`config.mk`:
```
export PLATFORM = sky130hd
export DESIGN_NAME = uart_rx_core
export DESIGN_NICKNAME = d
export VERILOG_FILES = /design/src/rtl/uart_rx_pkg.sv /design/src/rtl/uart_rx_sync.sv /design/src/rtl/uart_rx_frame.sv /design/src/rtl/uart_rx_status.sv /design/src/rtl/uart_rx_core.sv
export SDC_FILE = /design/constraint.sdc
export NUM_CORES = 1
export LEC_CHECK = 0
export BUFFER_PORTS_ARGS = -buffer_cell sky130_fd_sc_hd__buf_4
export CORE_MARGIN = 2
export CORE_UTILIZATION = 55
export CTS_CLUSTER_SIZE = 8
export DETAILED_ROUTE_END_ITERATION = 8
export PLACE_DENSITY = 0.73
export SKIP_CTS_REPAIR_TIMING = 1
export SLEW_MARGIN = 15
export SYNTH_ARGS = -nofsm -noshare
export SYNTH_HDL_FRONTEND = slang
export SYNTH_SLANG_ARGS = --single-unit
```
`constraint.sdc`:
```
create_clock -name clk -period 2.7 [get_ports clk]
set_clock_uncertainty 0.2 [all_clocks]
set_input_delay 0.54 -clock clk [delete_from_list [all_inputs] [get_ports clk]]
set_output_delay 0.54 -clock clk [all_outputs]
set_load 0.03 [all_outputs]
```
`src/rtl/uart_rx_pkg.sv`:
```
package uart_rx_pkg;
  typedef enum logic [2:0] {
    ST_IDLE  = 3'd0,
    ST_START = 3'd1,
    ST_DATA  = 3'd2,
    ST_PAR   = 3'd3,
    ST_STOP  = 3'd4,
    ST_HOLD  = 3'd5
  } rx_state_e;
endpackage

```
`src/rtl/uart_rx_sync.sv`:
```
module uart_rx_sync #(
  parameter int STAGES = 2
) (
  input  logic clk,
  input  logic rst_n,
  input  logic rxd,
  output logic line,
  output logic fall
);
  logic [STAGES-1:0] chain_q;
  logic              prev_q;

  // Synchronizer chain: each stage resets to the idle-high level.
  generate
    for (genvar g = 0; g < STAGES; g++) begin : g_stage
      if (g == 0) begin : g_first
        always_ff @(posedge clk or negedge rst_n) begin
          if (!rst_n) chain_q[g] <= 1'b1;
          else        chain_q[g] <= rxd;
        end
      end else begin : g_rest
        always_ff @(posedge clk or negedge rst_n) begin
          if (!rst_n) chain_q[g] <= 1'b1;
          else        chain_q[g] <= chain_q[g-1];
        end
      end
    end
  endgenerate

  always_ff @(posedge clk or negedge rst_n) begin
    if (!rst_n) prev_q <= 1'b1;
    else        prev_q <= chain_q[STAGES-1];
  end

  assign line = chain_q[STAGES-1];
  assign fall = prev_q & ~chain_q[STAGES-1];
endmodule

```
`src/rtl/uart_rx_frame.sv`:
```
module uart_rx_frame
  import uart_rx_pkg::*;
#(
  parameter int DW  = 8,
  parameter int OSR = 16
) (
  input  logic          clk,
  input  logic          rst_n,
  input  logic          tick,
  input  logic          line,
  input  logic          fall,
  input  logic [1:0]    word_len,
  input  logic          par_en,
  input  logic          par_even,
  output logic          done,
  output logic [DW-1:0] data,
  output logic          perr,
  output logic          ferr,
  output logic          brk
);
  localparam int CW   = $clog2(OSR);
  localparam int IW   = $clog2(DW);
  localparam int MID  = OSR / 2 - 1;
  localparam int LAST = OSR - 1;

  rx_state_e     state_q, state_n;
  logic [CW-1:0] cnt_q, cnt_n;
  logic [IW-1:0] idx_q, idx_n;
  logic [DW-1:0] sh_q, sh_n, data_q, data_n;
  logic          par_q, par_n, ones_q, ones_n, pbad_q, pbad_n;
  logic          done_q, done_n, perr_q, perr_n, ferr_q, ferr_n, brk_q, brk_n;
  logic [IW:0]   nbits;
  logic          at_mid, at_end;

  assign nbits  = (IW+1)'(DW - 3) + (IW+1)'(word_len);
  assign at_mid = tick && (cnt_q == CW'(MID));
  assign at_end = tick && (cnt_q == CW'(LAST));

  always_comb begin
    state_n = state_q;
    cnt_n   = tick ? cnt_q + 1'b1 : cnt_q;
    idx_n   = idx_q;
    sh_n    = sh_q;
    par_n   = par_q;
    ones_n  = ones_q;
    pbad_n  = pbad_q;
    done_n  = 1'b0;
    data_n  = data_q;
    perr_n  = perr_q;
    ferr_n  = ferr_q;
    brk_n   = brk_q;
    case (state_q)
      ST_IDLE: begin
        cnt_n = '0;
        if (fall) state_n = ST_START;
      end
      ST_START: if (at_mid) begin
        cnt_n = '0;
        if (line) begin
          state_n = ST_IDLE;
        end else begin
          state_n = ST_DATA;
          idx_n   = '0;
          par_n   = 1'b0;
          ones_n  = 1'b0;
          pbad_n  = 1'b0;
        end
      end
      ST_DATA: if (at_end) begin
        sh_n   = {line, sh_q[DW-1:1]};
        par_n  = par_q ^ line;
        ones_n = ones_q | line;
        if ({1'b0, idx_q} == nbits - 1'b1) state_n = par_en ? ST_PAR : ST_STOP;
        else                               idx_n   = idx_q + 1'b1;
      end
      ST_PAR: if (at_end) begin
        pbad_n  = par_q ^ line ^ ~par_even;
        ones_n  = ones_q | line;
        state_n = ST_STOP;
      end
      ST_STOP: if (at_end) begin
        done_n  = 1'b1;
        data_n  = sh_q >> (DW - int'(nbits));
        perr_n  = par_en & pbad_q;
        ferr_n  = ~line;
        brk_n   = ~line & ~ones_q;
        state_n = (~line & ~ones_q) ? ST_HOLD : ST_IDLE;
      end
      ST_HOLD: begin
        cnt_n = '0;
        if (line) state_n = ST_IDLE;
      end
      default: state_n = ST_IDLE;
    endcase
  end

  always_ff @(posedge clk or negedge rst_n) begin
    if (!rst_n) begin
      state_q <= ST_IDLE;
      cnt_q   <= '0;
      idx_q   <= '0;
      sh_q    <= '0;
      par_q   <= 1'b0;
      ones_q  <= 1'b0;
      pbad_q  <= 1'b0;
      done_q  <= 1'b0;
      data_q  <= '0;
      perr_q  <= 1'b0;
      ferr_q  <= 1'b0;
      brk_q   <= 1'b0;
    end else begin
      state_q <= state_n;
      cnt_q   <= cnt_n;
      idx_q   <= idx_n;
      sh_q    <= sh_n;
      par_q   <= par_n;
      ones_q  <= ones_n;
      pbad_q  <= pbad_n;
      done_q  <= done_n;
      data_q  <= data_n;
      perr_q  <= perr_n;
      ferr_q  <= ferr_n;
      brk_q   <= brk_n;
    end
  end

  assign done = done_q;
  assign data = data_q;
  assign perr = perr_q;
  assign ferr = ferr_q;
  assign brk  = brk_q;

  // a high line at the start-bit centre returns the receiver to idle.
  assert_glitch_abort_R2: assert property (@(posedge clk) disable iff (!rst_n)
    (state_q == ST_START && at_mid && line) |=> (state_q == ST_IDLE));
  // after a break the receiver stays parked while the line is low.
  assert_break_hold_R8: assert property (@(posedge clk) disable iff (!rst_n)
    (state_q == ST_HOLD && !line) |=> (state_q == ST_HOLD));
endmodule

```
`src/rtl/uart_rx_status.sv`:
```
module uart_rx_status #(
  parameter int DW = 8
) (
  input  logic          clk,
  input  logic          rst_n,
  input  logic          done,
  input  logic [DW-1:0] data,
  input  logic          perr,
  input  logic          ferr,
  input  logic          brk,
  input  logic          rd_buf,
  input  logic          rd_status,
  output logic [DW-1:0] rx_data,
  output logic          data_ready,
  output logic          overrun_err,
  output logic          parity_err,
  output logic          framing_err,
  output logic          break_flag
);
  logic [DW-1:0] buf_q;
  logic          dr_q, dr_n, oe_q, oe_n, pe_q, pe_n, fe_q, fe_n, bi_q, bi_n;

  // The buffer register has no reset, so its contents survive reset.
  always_ff @(posedge clk) begin
    if (done) buf_q <= data;
  end

  always_comb begin
    dr_n = dr_q & ~rd_buf;
    oe_n = oe_q & ~rd_status;
    pe_n = pe_q & ~rd_status;
    fe_n = fe_q & ~rd_status;
    bi_n = bi_q & ~rd_status;
    if (done) begin
      dr_n = 1'b1;
      if (dr_q && !rd_buf) oe_n = 1'b1;
      if (perr) pe_n = 1'b1;
      if (ferr) fe_n = 1'b1;
      if (brk)  bi_n = 1'b1;
    end
  end

  always_ff @(posedge clk or negedge rst_n) begin
    if (!rst_n) begin
      dr_q <= 1'b0;
      oe_q <= 1'b0;
      pe_q <= 1'b0;
      fe_q <= 1'b0;
      bi_q <= 1'b0;
    end else begin
      dr_q <= dr_n;
      oe_q <= oe_n;
      pe_q <= pe_n;
      fe_q <= fe_n;
      bi_q <= bi_n;
    end
  end

  assign rx_data     = buf_q;
  assign data_ready  = dr_q;
  assign overrun_err = oe_q;
  assign parity_err  = pe_q;
  assign framing_err = fe_q;
  assign break_flag  = bi_q;

  assert_ready_set_R5: assert property (@(posedge clk) disable iff (!rst_n)
    done |=> data_ready);
  assert_ready_clear_R5: assert property (@(posedge clk) disable iff (!rst_n)
    (rd_buf && !done) |=> !data_ready);
  assert_overrun_R6: assert property (@(posedge clk) disable iff (!rst_n)
    (done && data_ready && !rd_buf) |=> overrun_err);
  assert_status_clear_R9: assert property (@(posedge clk) disable iff (!rst_n)
    (rd_status && !done) |=> !(overrun_err || parity_err || framing_err || break_flag));
endmodule

```
`src/rtl/uart_rx_core.sv`:
```
module uart_rx_core #(
  parameter int DW      = 8,
  parameter int OSR     = 16,
  parameter int SYNC_FF = 2
) (
  input  logic          clk,
  input  logic          rst_n,
  input  logic          tick16,
  input  logic          rxd,
  input  logic [1:0]    word_len,
  input  logic          par_en,
  input  logic          par_even,
  input  logic          rd_buf,
  input  logic          rd_status,
  output logic [DW-1:0] rx_data,
  output logic          data_ready,
  output logic          overrun_err,
  output logic          parity_err,
  output logic          framing_err,
  output logic          break_flag
);
  logic          line, fall, done, perr, ferr, brk;
  logic [DW-1:0] data;

  uart_rx_sync #(.STAGES(SYNC_FF)) u_sync (
    .clk(clk), .rst_n(rst_n), .rxd(rxd), .line(line), .fall(fall)
  );

  uart_rx_frame #(.DW(DW), .OSR(OSR)) u_frame (
    .clk(clk), .rst_n(rst_n), .tick(tick16), .line(line), .fall(fall),
    .word_len(word_len), .par_en(par_en), .par_even(par_even),
    .done(done), .data(data), .perr(perr), .ferr(ferr), .brk(brk)
  );

  uart_rx_status #(.DW(DW)) u_status (
    .clk(clk), .rst_n(rst_n), .done(done), .data(data), .perr(perr),
    .ferr(ferr), .brk(brk), .rd_buf(rd_buf), .rd_status(rd_status),
    .rx_data(rx_data), .data_ready(data_ready), .overrun_err(overrun_err),
    .parity_err(parity_err), .framing_err(framing_err), .break_flag(break_flag)
  );
endmodule

```
==> results of run 1 <==
## critical path, stage by stage (launching register included)
cell	delay [ns]
dfrtp_1	0.40
ha_1	0.20
nand2_1	0.09
nor2_1	0.23
nand3_1	0.49
mux2_2	0.45
## area by class of cell
cell class                 count  share of cell area, %
clock buffer                   5                   2.72
multi-input combinational    138                   36.1
sequential                    49                   50.3
tap                           50                   2.48
inverter                       4                  0.594
timing repair buffer          24                   7.13
clock inverter                 3                  0.693
## routing by layer
metal / up-vias / track usage, % / share of wire (%)
met4: 0 / 7.50 / 1.4
met5: - / 0 / 0
met2: 41 / 31.9 / 50
met1: 735 / 25.9 / 44
met3: 5 / 3.95 / 4.3
li1: 745 / - / -
## placed cells by master, fill, tap and decap left out, types with 5 or more instances in the layout
| cell | instances |
|---|---|
| clkbuf_8 | 5 |
| edfxtp_1 | 8 |
| nor2_1 | 20 |
| o21ai_0 | 16 |
| nand3_1 | 5 |
| dfrtp_1 | 38 |
| mux2i_1 | 7 |
| nand2_1 | 23 |
| mux2_2 | 15 |
| buf_4 | 24 |
| a21oi_1 | 9 |
## power by group through the flow
| stage | logic, mW | registers (mW) | clock network (mW) |
|---|---|---|---|
| after detailed placement | 0.264 | 0.849 | 0 |
| after floorplan | 0.227 | 0.816 | 0 |
| final | 0.263 | 0.837 | 0.407 |
| after global placement | 0.250 | 0.848 | 0 |
| after global routing | 0.298 | 0.844 | 0.454 |
| after CTS | 0.264 | 0.835 | 0.419 |
## cells in the mapped netlist, drive strengths merged
cell,count,area [µm²]
nand2,23,86.3
xnor2,4,35.0
a22oi,2,15.0
nand4,2,12.5
clkbuf,4,15.0
o21ai,18,90.1
nand3,5,25.0
a2bb2oi,1,8.76
a22o,4,35.0
nand2b,3,18.8
mux2,16,184
ha,2,25.0
a21o,1,7.51
and3,1,6.26
inv,4,15.0
nor3,3,15.0
dfstp,3,78.8
xor2,4,35.0
or3b,2,17.5
a211oi,1,7.51
edfxtp,8,240
a21oi,10,53.8
a32o,2,20.0
dfrtp,38,951
buf,6,45.0
mux4,1,26.3
and4b,1,10.0
nor2,20,75.1
mux2i,7,70.1
o31ai,1,7.51
nor2b,4,25.0
## registers in the layout (all words and copies together), names as in the netlist, 3 cells and up
register          flops
u_frame.sh_q          8
u_frame.data          8
u_frame.state_q       3
u_status.rx_data      8
u_frame.idx_q         3
u_frame.cnt_q         4
## worst max path at each step
stage,endpoint,slack (ns)
after global routing,u_frame.data[0]$_DFFE_PN0P_,0.30
after detailed placement,u_frame.data[3]$_DFFE_PN0P_,0.45
final,u_frame.data[0]$_DFFE_PN0P_,0.53
after floorplan,u_frame.state_q[2]$_DFFE_PN0P_,0.67
after CTS,u_frame.data[3]$_DFFE_PN0P_,0.51
after global placement,u_frame.data[3]$_DFFE_PN0P_,0.55
## cell families after synthesis
family / synth area share (%)
muxes: 12.4
buffers and inverters: 3.33
and+or+nand+nor: 12.9
adders and majority gates: 1.11
xor gates and xnor gates: 3.10
DFF: 56.3
AOI/OAI and AO/OA: 10.9
==> metrics.md, run 1 <==
| Metric | Value |
|---|---|
| Antenna violations before repair | `0` |
| Footprint of the multi-input gates | `912 µm²` |
| Synth Cell Area | `2260 µm²` |
| Core area | `roughly 4000 µm²` |
| Die H | `~68 µm` |
| Pint | `1.07 mW` |
| Leak pwr | `between 1 and 1.5 nW` |
| Finished Cell Area | `~2500 µm²` |
| Final Worst Setup Slack | `approximately 0.53 ns` |
| Synth warnings | `0` |
| FF-to-FF Start | `u_frame.cnt_q[1]$_DFF_PN0_` |
| RSZ-0062 raised after global routing | `no` |
| CP startpoint kind | `flip-flop` |
| Via/cell ratio | `between 5 and 6` |
| PD cells | `roughly 600 nW/µm²` |
| CP Launch Point | `u_frame.cnt_q[1]$_DFF_PN0_` |
| Vias | `between 1500 and 2000` |
| Worst-margin pin slew | `around 0.6 ns` |
| Sw Share | `between 20% and 30%` |
| Combinational cell fraction of total power | `approximately 17%` |
| Design Power | `~1.5 mW` |
| F_max | `approximately 460 MHz` |
| Setup TNS | `0 ns` |
| Post-Syn Area per Cell | `approximately 11 µm²` |
| Yosys cell types | `36` |
| # placed instances | `~270` |
| Clock Tree Buf Depth | `2` |
| Final Wtd Congestion | `roughly 0.86` |
| Part of the power in registers | `55.6%` |
| Post-synthesis sequential area ratio | `about 56%` |
| Setup violators final | `0` |
| R2r endpoint | `u_frame.data[0]$_DFFE_PN0P_` |
| Status | `finished, final reports clean` |
| FF+latch count, synth | `a little under 50` |
| Crit Path Max Fanout | `19` |
| Crit path capture type | `flip-flop` |
| Worst Path Required | `approximately 2.7 ns` |
| Setup slack at placement | `0.452 ns` |
| Syn Inst Count | `~200` |
| Reg clk slew, reported paths | `~0.090 ns` |
| Finished Layout Cells | `273` |
| Final Max Slew Viols | `0` |
| Final ANT Viol Nets | `0` |
| Worst hold path type | `primary input to async pin` |
| Reg area | `about 1300 µm²` |
| Global-route wire length before repair | `around 6700 µm` |
| Wire length per cell | `approximately 14 µm` |
| WS Path Type | `flip-flop to flip-flop` |
| MaxCap Viol Count | `0` |
| CTS root buf | `clkbuf_8` |
| Initial Util | `about 57%` |
| Final period util | `approximately four fifths` |
| Final WL | `just under 4000 µm` |
| CTS tree | `done` |
| Worst slew margin | `between 50% and 60%` |
| Cell row count | `23` |
| P_sw | `approximately 0.43 mW` |
| Area grow syn2layout | `11.9%` |
| IO buf count | `22` |
| DIE AREA | `~4600 µm²` |
| Nets | `234` |
| Worst skew pair latency | `~0.30 ns` |
| Final hold violations | `0` |
| Worst reg2reg path depth | `5` |
| H-tree depth | `2` |
| Number of I/O pins | `23` |
| TritonCTS buffer count | `5` |
| Post-DP Area | `around 2400 µm²` |
| Clock power frac | `27.0%` |
| Overflow after GRT | `0` |
| Gr usage total | `a little under 20%` |
| Detailed Route Iter0 Violations | `97` |
| Worst vdd ir | `298 µV` |
| Die Wd | `68.1 µm` |
| Share of layout cells above drive strength 1 | `a little under a quarter` |
| Clk sinks | `49` |
| Min Tclk post-route | `about 2.2 ns` |
| Finished Core Util | `63.6%` |
| Drt first pass iters | `4` |
| Syn nets | `213` |
| Hold_ws | `0.00943 ns` |
| Fill cell count | `approximately 320` |
| Largest net degree at the start of global routing | `42` |
| Residual DRC | `0` |
| Vias in the first global route | `between 1000 and 1500` |
| Post-DP HPWL | `approximately 2900 µm` |
| Ant diodes | `0` |
| Worst EP arrival | `~2.2 ns` |
| R2R Setup Slk | `around 0.53 ns` |
No activity file was read; power rests on OpenSTA's default activity.
==> run 2: changes to the inputs <==
==> constraint.sdc (replaced) <==
create_clock -name clk -period 2.2 [get_ports clk]
set_clock_uncertainty 0.2 [all_clocks]
set_input_delay 0.44 -clock clk [delete_from_list [all_inputs] [get_ports clk]]
set_output_delay 0.44 -clock clk [all_outputs]
set_load 0.03 [all_outputs]
==> run 2 against run 1 <==
Compared with the run above: sequential share of layout area shrank 1.1 points; critical path depth grew 1; worst setup slack lost 0.41 ns; final cell count grew 2.2%; sequential cell count is the same; combinational power grew 49%; worst hold slack gained 0.026 ns; sequential power grew 18%.
==> metrics.md, run 2 (synthesis results as in run 1) <==
| Metric | Value |
|---|---|
| Number of I/O pins | `23` |
| Crit Path Max Fanout | `7` |
| Worst Path Required | `2.20 ns` |
| Setup slack at placement | `0.141 ns` |
| Wire length per cell | `roughly 14 µm` |
| Pint | `1.35 mW` |
| Die Wd | `roughly 68 µm` |
| Final WL | `just under 4000 µm` |
| Nets | `240` |
| Slowest stage delay, CP | `around 0.43 ns` |
| Largest net degree at the start of global routing | `42` |
| Setup TNS | `0 ns` |
| IO buf count | `22` |
| CTS tree | `done` |
| Worst hold path type | `primary input to flip-flop` |
| Worst slew margin | `about two thirds` |
| Worst EP arrival | `2.09 ns` |
| Final Wtd Congestion | `0.983` |
| Final hold violations | `0` |
| Antenna violations before repair | `0` |
| Worst-margin pin slew | `slightly below 0.5 ns` |
| Footprint of the multi-input gates | `roughly 910 µm²` |
| Die H | `around 70 µm` |
| Finished Cell Area | `approximately 2600 µm²` |
| Global-route wire length before repair | `about 6600 µm` |
| Crit path capture type | `flip-flop` |
| # placed instances | `270` |
| Post-DP Area | `approximately 2500 µm²` |
| CP startpoint kind | `flip-flop` |
| Fill cell count | `roughly 330` |
| Final Worst Setup Slack | `~0.11 ns` |
| F_max | `~480 MHz` |
| Cell row count | `23` |
| Min Tclk post-route | `about 2.1 ns` |
| Kind of cell adding the most delay to the critical path | `simple AND/OR/NAND/NOR gates` |
| Finished Layout Cells | `279` |
| Reg clk slew, reported paths | `about 0.090 ns` |
| CTS root buf | `clkbuf_8` |
| Leak pwr | `roughly 1.2 nW` |
| Vias | `1541` |
| Final period util | `95.0%` |
| MaxCap Viol Count | `0` |
| CP Cell Sequence | `ha_1 -> and4b_1 -> or3b_1 -> a21oi_2 -> a21oi_1 -> mux2_4` |
| Slowest CP cell | `dfrtp_1` |
| Residual DRC | `0` |
| CP bufs+invs | `0` |
| Worst skew pair latency | `0.31 ns` |
| Clock power frac | `28.2%` |
| RSZ-0062 raised after global routing | `no` |
| Most frequent cells in the layout | `dfrtp_1 (38), buf_4 (29), nand2_1 (23), nor2_1 (20), o21ai_0 (16)` |
| Final Max Slew Viols | `0` |
| Clock Tree Buf Depth | `2` |
| Drt first pass iters | `4` |
| Gr usage total | `between 10% and 20%` |
| Status | `finished, final reports clean` |
| Part of the power in registers | `about half` |
| Setup violators final | `0` |
| DIE AREA | `4630 µm²` |
| Clk sinks | `49` |
| WS Path Type | `flip-flop to flip-flop` |
| Initial Util | `between 50% and 60%` |
| Combinational cell fraction of total power | `a little over 20%` |
| Final ANT Viol Nets | `0` |
| PD cells | `between 700 and 800 nW/µm²` |
| P_sw | `~0.57 mW` |
| Reg area | `~1300 µm²` |
| Vias in the first global route | `about 1500` |
| Detailed Route Iter0 Violations | `62` |
| Post-DP HPWL | `slightly below 3000 µm` |
| Worst vdd ir | `393 µV` |
| Share of layout cells above drive strength 1 | `about a quarter` |
| Via/cell ratio | `5.52` |
| TritonCTS buffer count | `5` |
| Overflow after GRT | `0` |
| Sw Share | `between 20% and 30%` |
| Most common cell after layout, fill and taps aside | `dfrtp_1` |
| Core area | `3970 µm²` |
| Ant diodes | `0` |
| Area grow syn2layout | `14.4%` |
| H-tree depth | `2` |
[run 2: cell types whose count changed in the layout (fill, tap and decap cells not counted)]
cell / before / now
inv_8: 0 / 1
clkinv_2: 1 / 0
buf_4: 24 / 29
clkinv_1: 1 / 0
clkinv_4: 1 / 0
dlygate4sd3_1: 0 / 1
clkinvlp_4: 0 / 2
[run 2: power by group through the flow]
stage          sequential (mW)  combinational (mW)  clock [mW]
2_1_floorplan             1.00               0.279           0
3_5_place_dp              1.00               0.385           0
4_1_cts                  0.987               0.387       0.557
3_3_place_gp             0.998               0.366           0
5_1_grt                  0.992               0.435       0.593
6_report                 0.987               0.391       0.541
[run 2: area by class of cell]
type | count | area share (%)
inverters | 4 | 0.581
flip-flops and latches | 49 | 49.2
well taps | 50 | 2.42
clock buffers | 5 | 2.66
clock inverters | 3 | 1.02
multi-input cells | 138 | 35.3
repair buffers | 30 | 8.82
[run 2: layer usage]
metal  GRT usage (%)  up-vias  wire length, µm
li1                -      756                -
met1            23.5      740             1710
met2            32.5       36             1940
met3            3.45        9              162
met4            7.75        0               77
met5               0        -                0
[run 2: worst paths after layout]
kind	from	endpoint	slack, ns	depth (start not counted)
max in group asynchronous	rst_n	u_sync.chain_q[0]$_DFF_PN1_	1.01	2
min in group asynchronous	rst_n	u_status.break_flag$_DFF_PN0_	0.44	2
setup / recovery	u_frame.cnt_q[0]$_DFF_PN0_	u_frame.state_q[2]$_DFFE_PN0P_	0.11	6
hold / removal	rxd	u_sync.chain_q[0]$_DFF_PN1_	0.04	1
hold reg to reg	u_sync.chain_q[0]$_DFF_PN1_	u_sync.line$_DFF_PN1_	0.16	0
setup reg to reg	u_frame.cnt_q[0]$_DFF_PN0_	u_frame.state_q[2]$_DFFE_PN0P_	0.11	6
[run 2: per-stage QoR]
step	util (%)	hold slack [ns]	total power, mW
3_5_place_dp	62.4	0.147	1.39
4_1_cts	64.8	-0.0852	1.93
6_report	65.0	0.0351	1.92
5_1_grt	65.0	0.0223	2.02
3_3_place_gp	62.4	0.150	1.36
2_1_floorplan	-	-0.0556	1.28
